$ cat config.mk
export PLATFORM = sky130hd
export DESIGN_NAME = periph_window_decoder
export DESIGN_NICKNAME = d
export VERILOG_FILES = /design/src/rtl/periph_window_decoder.sv
export SDC_FILE = /design/constraint.sdc
export NUM_CORES = 1
export LEC_CHECK = 0
export ABC_CLOCK_PERIOD_IN_PS = 1400
export BUFFER_PORTS_ARGS = -buffer_cell sky130_fd_sc_hd__buf_2
export CORE_MARGIN = 2
export CORE_UTILIZATION = 38
export CTS_BUF_LIST = sky130_fd_sc_hd__clkbuf_8
export DETAILED_ROUTE_END_ITERATION = 7
export PLACE_DENSITY = 0.79
export SKIP_LAST_GASP = 1
export SLEW_MARGIN = 20
export SYNTH_ARGS = -nofsm -noshare
export SYNTH_HDL_FRONTEND = slang
export SYNTH_SLANG_ARGS = --single-unit
$ cat constraint.sdc
create_clock -name clk -period 1.4 [get_ports clk]
set_input_delay 0.14 -clock clk [delete_from_list [all_inputs] [get_ports clk]]
set_output_delay 0.14 -clock clk [all_outputs]
set_load 0.005 [all_outputs]
$ cat src/rtl/periph_window_decoder.sv
module periph_window_decoder #(
  parameter int AW       = 28,
  parameter int SEL_W    = 14,
  parameter int PG_W     = 12,
  parameter int NARROW_W = 26
) (
  input  logic             clk,
  input  logic             rst_n,
  input  logic             wide_map,
  input  logic             win_we,
  input  logic [SEL_W-1:0] win_wdata,
  input  logic [AW-1:0]    addr,
  output logic             hit_fixed,
  output logic             hit_prog,
  output logic             hit_mirror,
  output logic             bus_act,
  output logic [PG_W-1:0]  page_ofs,
  output logic [AW-SEL_W-PG_W-1:0] page_idx
);
  localparam int WIN_LSB = AW - SEL_W;
  localparam int IDX_W   = WIN_LSB - PG_W;
  localparam int FIX_W   = AW - PG_W;
  localparam logic [AW-1:0] NARROW_MASK = {{(AW-NARROW_W){1'b0}}, {NARROW_W{1'b1}}};

  logic [SEL_W-1:0] sel_q;

  always_ff @(posedge clk or negedge rst_n)
    if (!rst_n)      sel_q <= '0;
    else if (win_we) sel_q <= win_wdata;

  logic [AW-1:0]    eff;
  logic [SEL_W-1:0] base_hi;
  logic [FIX_W-1:0] fix_top;
  logic [IDX_W-1:0] win_idx;
  logic             in_win, in_fix, top_pg;

  assign eff     = wide_map ? addr : (addr & NARROW_MASK);
  assign base_hi = wide_map ? sel_q : (sel_q & NARROW_MASK[AW-1:WIN_LSB]);
  assign fix_top = wide_map ? {FIX_W{1'b1}} : NARROW_MASK[AW-1:PG_W];
  assign win_idx = eff[WIN_LSB-1:PG_W];
  assign top_pg  = &win_idx;

  assign in_win  = eff[AW-1:WIN_LSB] == base_hi;
  assign in_fix  = eff[AW-1:PG_W] == fix_top;

  assign hit_prog   = in_win & ~top_pg;
  assign hit_fixed  = in_fix | (in_win & top_pg);
  assign hit_mirror = in_win & top_pg & ~in_fix;
  assign bus_act    = hit_prog | hit_fixed;

  assign page_idx = hit_prog ? win_idx : (hit_fixed ? {IDX_W{1'b1}} : '0);
  assign page_ofs = bus_act ? eff[PG_W-1:0] : '0;
endmodule


* Word level (Yosys, flattened, before mapping)
Index checks and enable logic that the tools add are counted.
** Word-level totals
- Bits in registers :: 14
- Bits in latches :: 0
- Bits in writable memories :: 0
- ROM bits :: 0
- Input port bits :: 46
- Output and inout port bits :: 18
- Word-level logic and storage cells :: 17
- Memories kept :: 0
** Operators by class
- $add $sub $neg :: 0
- $mul :: 0
- Divide/modulo/power cells :: 0
- Order comparisons :: 0
- Equality and inequality tests :: 2
- Shift operators :: 0
- Multiplexer cells :: 6
- Bitwise logic cells :: 7
- Reductions and logical operators :: 1
** Operator list (count)
- 28-bit two-way mux :: 1
- 16-bit == test :: 1
- 16-bit two-way mux :: 1
- 14-bit == test :: 1
- 14-bit two-way mux :: 1
- 12-bit two-way mux :: 1
- 2-bit two-way mux :: 2
- 1-bit bitwise AND :: 3
- 1-bit NOT :: 2
- 1-bit bitwise OR :: 2
- 2-bit AND reduction :: 1

* Depth between registers and ports, before layout
Gate-level depths: netlist of run 1.
- Word-level depth :: 6
- Depth in mapped cells :: 5
- Gate-level depth less buffers :: 4

* Least setup slack after synthesis of run 1
OpenSTA, ideal clock, no wires.
- Path kind :: register -> output
- Start point :: reg sel_q[7]
- End point :: out hit_mirror
- Data arrival time :: 1384 ps
- Data required time :: 1260 ps
- Path slack :: -124 ps
- Stages on the path, launching flop included :: 6
- Buffers on the path :: 1
- Cells stage by stage :: dfrtp_1 > xor2_1 > nor4_4 > nand4_4 > buf_6 > nor3b_2
** On the way
- Word-level cells in the longest chain between the ends :: 4
** Ends and longest elaborated chain
- start, declared :: line 25 : logic [SEL_W-1:0] sel_q;
- start signal, assigned :: line 29 : else if (win_we) sel_q <= win_wdata;
- 14-bit two-way mux :: line 38 : assign base_hi = wide_map ? sel_q : (sel_q & NARROW_MASK[AW-1:WIN_LSB]);
- 14-bit == test :: line 43 : assign in_win = eff[AW-1:WIN_LSB] == base_hi;
- 1-bit bitwise AND (2 in a row) :: line 48 : assign hit_mirror = in_win & top_pg & ~in_fix;
- end, declared :: line 15 : output logic hit_mirror,
No other way between the ends.

* Worst setup path after layout of run 1
- Start point :: reg sel_q[1]
- End point :: out page_ofs[4]
** On the way
- Word-level cells in the longest chain between the ends :: 6
- Elaborated cells on any way between the ends :: 7
- Those cells by class :: 1 x eq/ne; 2 x mux; 4 x bitwise
** Ends and longest elaborated chain
- 14-bit two-way mux * :: line 38
- 14-bit == test * :: line 43
- 1-bit bitwise AND :: line 47 : assign hit_fixed = in_fix | (in_win & top_pg);
- 1-bit bitwise OR :: line 47
- 1-bit bitwise OR * :: line 49 : assign bus_act = hit_prog | hit_fixed;
- 12-bit two-way mux * :: line 52 : assign page_ofs = bus_act ? eff[PG_W-1:0] : '0;
- end, declared :: line 17 : output logic [PG_W-1:0] page_ofs,
Mark *: on every way between the ends. The rest lies on a longest branch, timed or not.

==> results of run 1 <==
timing repair:
action | CTS | global route
gates resized for setup | 0 | 2
pin swaps | 0 | 2
hold buffers | 1 | 0
setup endpoints to repair | 18 | 18
hold endpoints to repair | 14 | 0
worst max-delay path by stage:
stage                    startpoint     endpoint  depth (start not counted)
2_1_floorplan  sel_q[7]$_DFFE_PN0P_   hit_mirror                          5
3_3_place_gp   sel_q[5]$_DFFE_PN0P_  page_ofs[0]                          6
3_5_place_dp   sel_q[5]$_DFFE_PN0P_  page_ofs[0]                          6
4_1_cts        sel_q[5]$_DFFE_PN0P_  page_ofs[0]                          6
5_1_grt        sel_q[1]$_DFFE_PN0P_  page_idx[0]                          6
6_report       sel_q[1]$_DFFE_PN0P_  page_ofs[4]                          6
layer usage:
layer  part of all wire (%)  global-route usage [%]
met2                     52                    33.9
met4                    1.8                    8.75
met3                     11                    3.06
met1                     35                    15.2
met5                      0                       0
logic make-up after synthesis:
logic type,count (synthesis)
AOI/OAI and AO/OA,15
muxes,16
buffers and inverters,5
and+or+nand+nor,14
xor gates and xnor gates,14
DFF,14
final cells by class:
cell class / instances / area (sq um) / area share [%]
Multi-Input combinational cell: 59 / 573 / 40.1
Timing Repair Buffer: 73 / 405 / 28.4
Sequential cell: 14 / 350 / 24.5
Clock buffer: 4 / 55.1 / 3.85
Tap cell: 30 / 37.5 / 2.63
Inverter: 2 / 7.51 / 0.525
cell usage in the layout, fill, tap and decap left out, types with 2 or more instances in the layout:
master    synthesis  final
a21boi_1          4      6
a21boi_2          6      6
buf_2             1     63
buf_4             0      8
clkbuf_8          0      4
dfrtp_1          14     14
inv_1             2      2
mux2_2           14     14
mux2i_1           2      2
nand2_1           5      5
nand4_1           3      3
nor4_4            3      3
xor2_1           14     14
critical path: cells and delay by family (launching register included):
kind / cells / cell delay, ps
simple gates: 2 / 490
flops: 1 / 380
buf+inv: 2 / 310
xor+xnor: 1 / 190
compound gates: 1 / 150
stage by stage:
step | std cells | setup TNS (ps) | hold slack [ps]
after floorplan | 78 | -812 | -156
after global placement | 177 | -2610 | 45.5
after detailed placement | 177 | -3630 | 55.2
after CTS | 182 | -8780 | 114
after global routing | 182 | -10480 | 132
final | 182 | -8350 | 123
power breakdown:
group	switching (W)	internal (W)
combinational	0.000112	0.000140
sequential	0.0000274	0.000446
clock	0.000140	0.000249
==> qor.csv, run 1 <==
stage,metric,value,unit
finish,final_nets,199,
synth,synth_top_family_by_area,multiplexers,
synth,synth_compound_area_share,13.8,%
worst_setup_path,path_cells,xor2_1 > nor4_4 > nand4_4 > buf_12 > a21boi_1 > buf_2,
clocking,cts_htree_levels,1,
floorplan,row_count,18,
synth,synth_xor_area_share,12.9,%
floorplan,die_h,54.0,um
floorplan,fp.dieArea,2920,sq um
clocking,clock-root-buffer,clkbuf_8,
synth,synth_simple_gate_area_share,14.9,%
routing,drc,0,
synth,async_flop_share,100,%
synth,synthCells,78,
synth,synth_adder_area_share,0,%
run_status,violations,negative setup slack,
worst_setup_path,ff2ff_path_depth,1,
routing,vias,859,
timing,setup_ws,-509,ps
routing,wire_per_inst,11.9,um
timing,fmax,524,MHz
synth,synth_enable_flop_cells,0,
finish,layout-drive-gt1-share,67.1,%
finish,largest_reg_flops,14,
global_routing,grt_max_degree,19,
power,ir_worst_vdd,0.785,mV
worst_setup_path,cp_max_fo,18,
synth,synth_seq_cells,14,
synth,ys_seq_area_share,36.8,%
placed_design,dpl_cell_area,1360,sq um
hold_path,holdPathStages,2,
timing,slew_headroom,78.9,%
worst_setup_path,cp-start-kind,register,
timing,final-max-slew-violation-count,0,
clocking,cts_tree,built,
floorplan,start_util,39.1,%
synth,syn_area,951,sq um
placed_design,dpl_worst_slack,-261,ps
clocking,cts_buffers,3,
timing,fin_crit,1910,ps
power,powerDensity,780,nW/um^2
finish,regMostFlops,sel_q,
worst_setup_path,cp.required,1260,ps
clocking,clock_latency,240,ps
finish,nFillCells,207,
synth,yosys_warnings,0,
clocking,cts_setup_buffers,0,
synth,muxShareOfSynthArea,18.7,%
global_routing,grtUsageTotal,16.7,%
synth,synth_area_leaders,"dfrtp_1, mux2_2, xor2_1",
worst_setup_path,timing.rr.start,sel_q[5]$_DFFE_PN0P_,
timing,rsz0062_at_grt,yes,
routing,drt_iter0_drc,0,
clocking,cts_sinks,14,
power,totalPowerFinal,0.00111,W
synth,synth.distinct_cells,20,
synth,synth_top_area_share,36.8,%
run_status,outcome,"finished, violations left",
timing,hold_viol_final,0,
global_routing,grt_antenna_before_repair,0,
worst_setup_path,worst-r2r-setup-slack,620,ps
placed_design,port_buffers,63,
synth,synth_area_leader_cell,dfrtp_1,
worst_setup_path,crit_type,register to output pin,
run,cap_violations,0,
routing,drt.antenna.violating_nets,0,
floorplan,io_pins,64,
worst_setup_path,cpMaxStageDelayCell,dfrtp_1,
clocking,cts.path.max_buffers,2,
synth,syn-num-nets,124,
clocking,clkSlewWorstSetupHoldPaths,60,ps
placed_design,place.gp.congestion,0.839,
synth,ys_top_cells_by_count,"dfrtp_1, mux2_2, xor2_1",
worst_setup_path,critical-path-max-stage-delay,380,ps
routing,drtPass1Iterations,1,
finish,final_cell_area,1430,sq um
floorplan,core-area,2430,sq um
power,p_leak,0.742,nW
finish,postLayoutCoreUtil,58.7,%
placed_design,post-dp-hpwl,1.84,mm
hold_path,min_from,win_wdata[3],
global_routing,grt_overflow,0,
global_routing,grt_pass1_wl,3.35,mm
finish,largestRegisters,sel_q: 14 flops,
worst_setup_path,critPathArrivalTime,1770,ps
timing,finClkSkew,0,ps
hold_path,whs_endpoint,sel_q[3]$_DFFE_PN0P_,
finish,diodes,0,
timing,tightest_slew,317,ps
floorplan,die_w,54.0,um
worst_setup_path,r2r_end,sel_q[5]$_DFFE_PN0P_,
routing,drt_wl_total,2.17,mm
timing,setup_viol,18,
synth,ys.flop_type,dfrtp_1,
hold_path,hold_class,input port to register,
finish,area_growth,50.3,%
synth,syn_area_per_cell,12.2,sq um
routing,viasPerCell,4.72,
timing,finalCritPeriodShare,136,%
global_routing,grt_pass1_vias,843,
worst_setup_path,cp-end-kind,output pin,
Power figures use the tool's default switching activity.
==> run 2, diff against run 1 <==
--- a/config.mk
+++ b/config.mk
@@ -10,6 +10,7 @@
 export CORE_MARGIN = 2
 export CORE_UTILIZATION = 38
 export CTS_BUF_LIST = sky130_fd_sc_hd__clkbuf_8
+export CTS_CLUSTER_DIAMETER = 40
 export DETAILED_ROUTE_END_ITERATION = 7
 export PLACE_DENSITY = 0.79
 export SKIP_LAST_GASP = 1
==> constraint.sdc (replaced) <==
create_clock -name clk -period 1.4 [get_ports clk]
set_input_delay 0.21 -clock clk [delete_from_list [all_inputs] [get_ports clk]]
set_output_delay 0.21 -clock clk [all_outputs]
set_load 0.005 [all_outputs]
==> run 2 against run 1 <==
  * The run still ends with negative setup slack left
  * Maximum frequency decreased by 3.8%
  * Non-clock buffer count fell by 5
  * Power increased by 0.32%
  * Register-to-register slack about the same
  * Critical path type unchanged
  * Highest routed layer unchanged
==> qor.csv, run 2 (synthesis gave the netlist of run 1 again) <==
stage,metric,value,unit,change
power,switching_power,0.000291,W,+4.2%
routing,vias,867,,+0.93%
placed_design,place.gp.congestion,0.822,,-2.0%
global_routing,grt_max_degree,19,,unchanged
worst_setup_path,crit_type,register to output pin,,
global_routing,grt_pass1_vias,834,,-1.1%
timing,slew_headroom,79.5,%,+0.62 points
clocking,clock_latency,250,ps,about the same
timing,tightest_slew,308,ps,-9.35 ps
timing,rsz0062_at_grt,yes,,
power,powerDensity,801,nW/um^2,+2.8%
run_status,outcome,"finished, violations left",,
power,switching_share,26.0,%,+0.96 points
finish,final_cell_area,1400,sq um,-2.4%
run,cap_violations,0,,unchanged
clocking,clock-root-buffer,clkbuf_8,,
routing,drt_iter0_drc,5,,+5
finish,largestRegisters,sel_q: 14 flops,,
finish,most-common-layout-cells,"buf_2, xor2_1, mux2_2, dfrtp_1, a21boi_2",,
routing,drtPass1Iterations,2,,+1
floorplan,die_w,54.0,um,unchanged
power,combPwrFrac,21.7,%,-0.9 points
power,p_leak,0.718,nW,-3.2%
worst_setup_path,cp.required,1190,ps,-70 ps
floorplan,row_count,18,,unchanged
timing,fmax,504,MHz,-3.8%
clocking,cts_buffers,3,,unchanged
finish,largest_reg_flops,14,,unchanged
routing,drt.antenna.violating_nets,0,,unchanged
worst_setup_path,cp-start-kind,register,,
routing,viasPerCell,4.90,,+3.8%
placed_design,dpl_worst_slack,-315,ps,-54.0 ps
run_status,violations,negative setup slack,,
clocking,clkSlewWorstSetupHoldPaths,60,ps,about the same
finish,mostFrequentLayoutCell,buf_2,,
finish,diodes,0,,unchanged
clocking,cts_sinks,14,,unchanged
clocking,cts_tree,built,,
worst_setup_path,worst-r2r-setup-slack,620,ps,about the same
routing,met1_length,792,um,+4.8%
worst_setup_path,critPathArrivalTime,1780,ps,about the same
clocking,cts_setup_buffers,0,,unchanged
clocking,cts.path.max_buffers,2,,unchanged
timing,final-max-slew-violation-count,0,,unchanged
timing,hold_viol_final,0,,unchanged
global_routing,grt_pass1_wl,3.17,mm,-5.1%
power,p_clk_share,35.9,%,+1.0 points
routing,met3RoutedLength,266,um,+9.5%
worst_setup_path,cp_max_fo,18,,unchanged
timing,fin_crit,1990,ps,+76.4 ps
worst_setup_path,cp-end-kind,output pin,,
finish,area_growth,46.7,%,
hold_path,hold_class,input port to register,,
power,power.internal,0.000827,W,-0.96%
power,ir_worst_vdd,0.735,mV,-6.3%
routing,top_layer,met4,,
timing,finClkSkew,0,ps,unchanged
floorplan,die_h,54.0,um,unchanged
routing,wire_per_inst,12.4,um,+3.9%
routing,met2_length,1.09,mm,-3.9%
finish,final_nets,194,,-2.5%
timing,setup_tns,-9580,ps,-1230 ps
clocking,cts_htree_levels,1,,unchanged
routing,drt_wl_total,2.19,mm,+1.1%
timing,finalCritPeriodShare,142,%,+5.5 points
placed_design,post-dp-hpwl,1.86,mm,+0.62%
power,pwr-share-seq,42.4,%,about the same
finish,regMostFlops,sel_q,,
global_routing,grt_antenna_before_repair,0,,unchanged
routing,drc,0,,unchanged
floorplan,io_pins,64,,unchanged
timing,setup_ws,-585,ps,-76.4 ps
global_routing,grtUsageTotal,15.6,%,-1.1 points
floorplan,fp.dieArea,2920,sq um,unchanged
finish,layout-drive-gt1-share,66.7,%,-0.44 points
global_routing,grt_overflow,0,,unchanged
floorplan,start_util,39.1,%,unchanged
power,totalPowerFinal,0.00112,W,+0.32%
placed_design,port_buffers,63,,unchanged
floorplan,core-area,2430,sq um,unchanged
timing,setup_viol,18,,unchanged
placed_design,dpl_cell_area,1330,sq um,-2.8%
==> run 2: final timing paths <==
kind / to / start / cells past startpoint
min: sel_q[1]$_DFFE_PN0P_ / win_wdata[1] / 2
max reg2reg: sel_q[11]$_DFFE_PN0P_ / sel_q[11]$_DFFE_PN0P_ / 1
max: page_ofs[1] / sel_q[1]$_DFFE_PN0P_ / 6
min reg2reg: sel_q[3]$_DFFE_PN0P_ / sel_q[3]$_DFFE_PN0P_ / 1
max in group asynchronous: sel_q[6]$_DFFE_PN0P_ / rst_n / 2
min in group asynchronous: sel_q[4]$_DFFE_PN0P_ / rst_n / 2
==> run 2: timing repair <==
| action | CTS | global route |
|---|---|---|
| endpoints found under the setup margin | 18 | 18 |
| hold endpoints to repair | 14 | 0 |
| resized for setup | 0 | 3 |
| hold buffers | 1 | 0 |
| pin swaps | 0 | 2 |
==> run 2: metrics by stage <==
step	utilization [%]	instances	hold slack, ps
floorplan	-	78	-85.6
finish	57.4	177	190
detailed placement	54.5	172	117
global route	57.4	177	195
CTS	57.2	177	187
global placement	54.5	172	112
==> run 2: worst max-delay path: stages, from the launching register on <==
cell	delay [ps]
dfrtp_1	390
xor2_1	200
nor4_4	330
nand4_4	140
buf_12	180
a21boi_1	160
buf_2	130
==> run 2: area by class of cell <==
cell class	instances	area (sq um)
Inverter	2	7.51
Clock buffer	4	55.1
Timing Repair Buffer	68	368
Multi-Input combinational cell	59	577
Tap cell	30	37.5
Fill cell	210	1040
Sequential cell	14	350
==> run 2: power by group through the flow <==
stage | Sequential [W] | Clock (W) | Combinational [W]
finish | 0.000474 | 0.000401 | 0.000243
global route | 0.000479 | 0.000424 | 0.000266
CTS | 0.000475 | 0.000407 | 0.000246
detailed placement | 0.000483 | 0 | 0.000243
global placement | 0.000478 | 0 | 0.000237
floorplan | 0.000474 | 0 | 0.000140
==> run 2: per-layer routing <==
| layer | up-vias | GRT usage, % |
|---|---|---|
| li1 | 417 | - |
| met1 | 395 | 14.4 |
| met2 | 51 | 29.9 |
| met3 | 4 | 3.33 |
| met4 | 0 | 10.8 |
| met5 | - | 0 |
==> run 3, diff against run 2 <==
--- a/config.mk
+++ b/config.mk
@@ -6,13 +6,13 @@
 export NUM_CORES = 1
 export LEC_CHECK = 0
 export ABC_CLOCK_PERIOD_IN_PS = 1400
-export BUFFER_PORTS_ARGS = -buffer_cell sky130_fd_sc_hd__buf_2
 export CORE_MARGIN = 2
-export CORE_UTILIZATION = 38
+export CORE_UTILIZATION = 55
 export CTS_BUF_LIST = sky130_fd_sc_hd__clkbuf_8
 export CTS_CLUSTER_DIAMETER = 40
 export DETAILED_ROUTE_END_ITERATION = 7
-export PLACE_DENSITY = 0.79
+export DONT_BUFFER_PORTS = 1
+export PLACE_DENSITY_LB_ADDON = 0.08
 export SKIP_LAST_GASP = 1
 export SLEW_MARGIN = 20
 export SYNTH_ARGS = -nofsm -noshare
==> run 3 against run 2 <==
  * Highest routed layer unchanged
  * Clock skew unchanged
  * Design area down 22%
  * Non-clock buffer count down 59
  * First-iteration DRC count down 20%
  * Setup slack better by 85 ps
  * The run still ends with negative setup slack left
  * Power down 14%
  * Register-to-register slack worse by 90 ps
==> qor.csv, run 3 (synthesis gave the netlist of run 1 again) <==
stage,metric,value,unit,change
floorplan,die_w,45.6,um,-16%
timing,setup_viol,18,,unchanged
finish,largestRegisters,sel_q: 14 flops,,
worst_setup_path,cp_max_fo,16,,-2
timing,slew_headroom,57.8,%,-22 points
clocking,clock-root-buffer,clkbuf_8,,
finish,area_growth,15.1,%,
global_routing,grt_pass1_vias,555,,-33%
timing,final-max-slew-violation-count,0,,unchanged
routing,viasPerCell,6.13,,+25%
timing,hold_viol_final,0,,unchanged
floorplan,die_h,45.6,um,-16%
routing,drt_wl_total,1.83,mm,-16%
clocking,cts_tree,built,,
timing,fin_crit,1900,ps,-85.4 ps
timing,finalCritPeriodShare,136,%,-6.1 points
timing,rsz0062_at_grt,yes,,
worst_setup_path,critPathArrivalTime,1690,ps,-90 ps
timing,tightest_slew,631,ps,+323 ps
placed_design,dp.cells,96,,-44%
run_status,outcome,"finished, violations left",,
worst_setup_path,cp.required,1190,ps,about the same
clocking,cts.path.max_buffers,2,,unchanged
floorplan,row_count,15,,-3
global_routing,grt_antenna_before_repair,0,,unchanged
placed_design,place.gp.congestion,0.711,,-14%
floorplan,fp.dieArea,2080,sq um,-29%
routing,drc,0,,unchanged
routing,wire_per_inst,17.6,um,+42%
timing,setup_tns,-7830,ps,+1740 ps
power,totalPowerFinal,0.000965,W,-14%
worst_setup_path,crit_type,register to output pin,,
timing,setup_ws,-500,ps,+85.4 ps
clocking,clock_latency,240,ps,about the same
placed_design,post-dp-hpwl,1.40,mm,-25%
clocking,clkSlewWorstSetupHoldPaths,60,ps,about the same
run,cap_violations,0,,unchanged
power,powerDensity,882,nW/um^2,+10%
worst_setup_path,path_cells,xor2_1 > nor4_4 > nand4_4 > buf_12 > mux2i_1,,
floorplan,core-area,1670,sq um,-31%
finish,fin_cells,104,,-41%
routing,drtPass1Iterations,3,,+1
finish,postLayoutCoreUtil,65.5,%,+8.2 points
finish,final_nets,135,,-30%
global_routing,grt_pass1_wl,2.39,mm,-25%
floorplan,start_util,56.9,%,+18 points
worst_setup_path,cpMaxStageDelayCell,dfrtp_1,,
routing,drt.antenna.violating_nets,0,,unchanged
worst_setup_path,cp-end-kind,output pin,,
power,p_leak,0.451,nW,-37%
placed_design,port_buffers,0,,-100%
timing,fmax,526,MHz,+4.5%
power,ir_worst_vdd,0.686,mV,-6.7%
worst_setup_path,worst-path-buf-inv,1,,-1
finish,diodes,0,,unchanged
routing,vias,637,,-27%
hold_path,hold_class,input port to register,,
worst_setup_path,cp-start-kind,register,,
finish,largest_reg_flops,14,,unchanged
finish,most-common-layout-cells,"xor2_1, mux2_2, dfrtp_1",,
routing,drt_iter0_drc,4,,-1
placed_design,dpl_worst_slack,-231,ps,+84.2 ps
global_routing,grt_overflow,0,,unchanged
finish,layout-drive-gt1-share,48.3,%,-18 points
global_routing,grt_max_degree,17,,-2
clocking,cts_buffers,3,,unchanged
run_status,violations,negative setup slack,,
clocking,cts_sinks,14,,unchanged
timing,finClkSkew,0,ps,unchanged
worst_setup_path,cp_top_family,simple AND/OR/NAND/NOR gates,,
clocking,cts_htree_levels,1,,unchanged
finish,regMostFlops,sel_q,,
worst_setup_path,critical-path-max-stage-delay,380,ps,about the same
global_routing,grtUsageTotal,17.0,%,+1.4 points
floorplan,io_pins,64,,unchanged
run 3: path summary, 6_finish.rpt:
path / slack [ps] / start / depth (start not counted) / to
max in group asynchronous: 560 / rst_n / 1 / sel_q[2]$_DFFE_PN0P_
worst max register to register: 530 / sel_q[9]$_DFFE_PN0P_ / 2 / sel_q[9]$_DFFE_PN0P_
worst max-delay path: -500 / sel_q[9]$_DFFE_PN0P_ / 5 / page_idx[1]
min in group asynchronous: 430 / rst_n / 1 / sel_q[11]$_DFFE_PN0P_
worst min register to register: 520 / sel_q[13]$_DFFE_PN0P_ / 1 / sel_q[13]$_DFFE_PN0P_
worst min-delay path: 120 / win_wdata[7] / 1 / sel_q[7]$_DFFE_PN0P_
run 3: worst reg2reg max path, cell delays in order, from the launching register on:
cell and delay (ps):
dfrtp_1 380, buf_4 130, mux2_2 240
run 3: final cells by class:
cell class                 count  area (sq um)
timing repair buffer           9          82.6
clock buffer                   3          41.3
inverter                       2          7.51
fill                         130           576
tap                           17          21.3
sequential                    14           350
multi-input combinational     59           592
run 3: timing repair:
| item | 4_1_cts | 5_1_grt |
|---|---|---|
| hold endpoints to repair | 14 | 0 |
| hold buffers | 1 | 0 |
| pin swaps | 1 | 0 |
| gates resized for setup | 4 | 4 |
| endpoints found under the setup margin | 18 | 18 |
| buffers inserted | 4 | 0 |
run 3: where the power goes:
part | switching, W | total (W) | leakage (nW) | internal [W]
logic | 0.0000749 | 0.000171 | 0.266 | 0.0000965
clock network | 0.000133 | 0.000323 | 0.0216 | 0.000190
registers | 0.0000256 | 0.000471 | 0.164 | 0.000446
run 3: per-stage QoR:
stage          hold slack (ps)  cell area, sq um
3_3_place_gp             -85.3               995
5_1_grt                    108              1090
3_5_place_dp             -85.3               995
6_report                   116              1090
2_1_floorplan            -85.6               951
4_1_cts                    113              1080
run 3: per-layer routing:
metal | wire, um | GRT usage (%) | vias up
li1 | - | - | 300
met1 | 709 | 18.7 | 300
met2 | 925 | 28.2 | 35
met3 | 176 | 6.35 | 2
met4 | 18 | 8.82 | 0
met5 | 0 | 0 | -
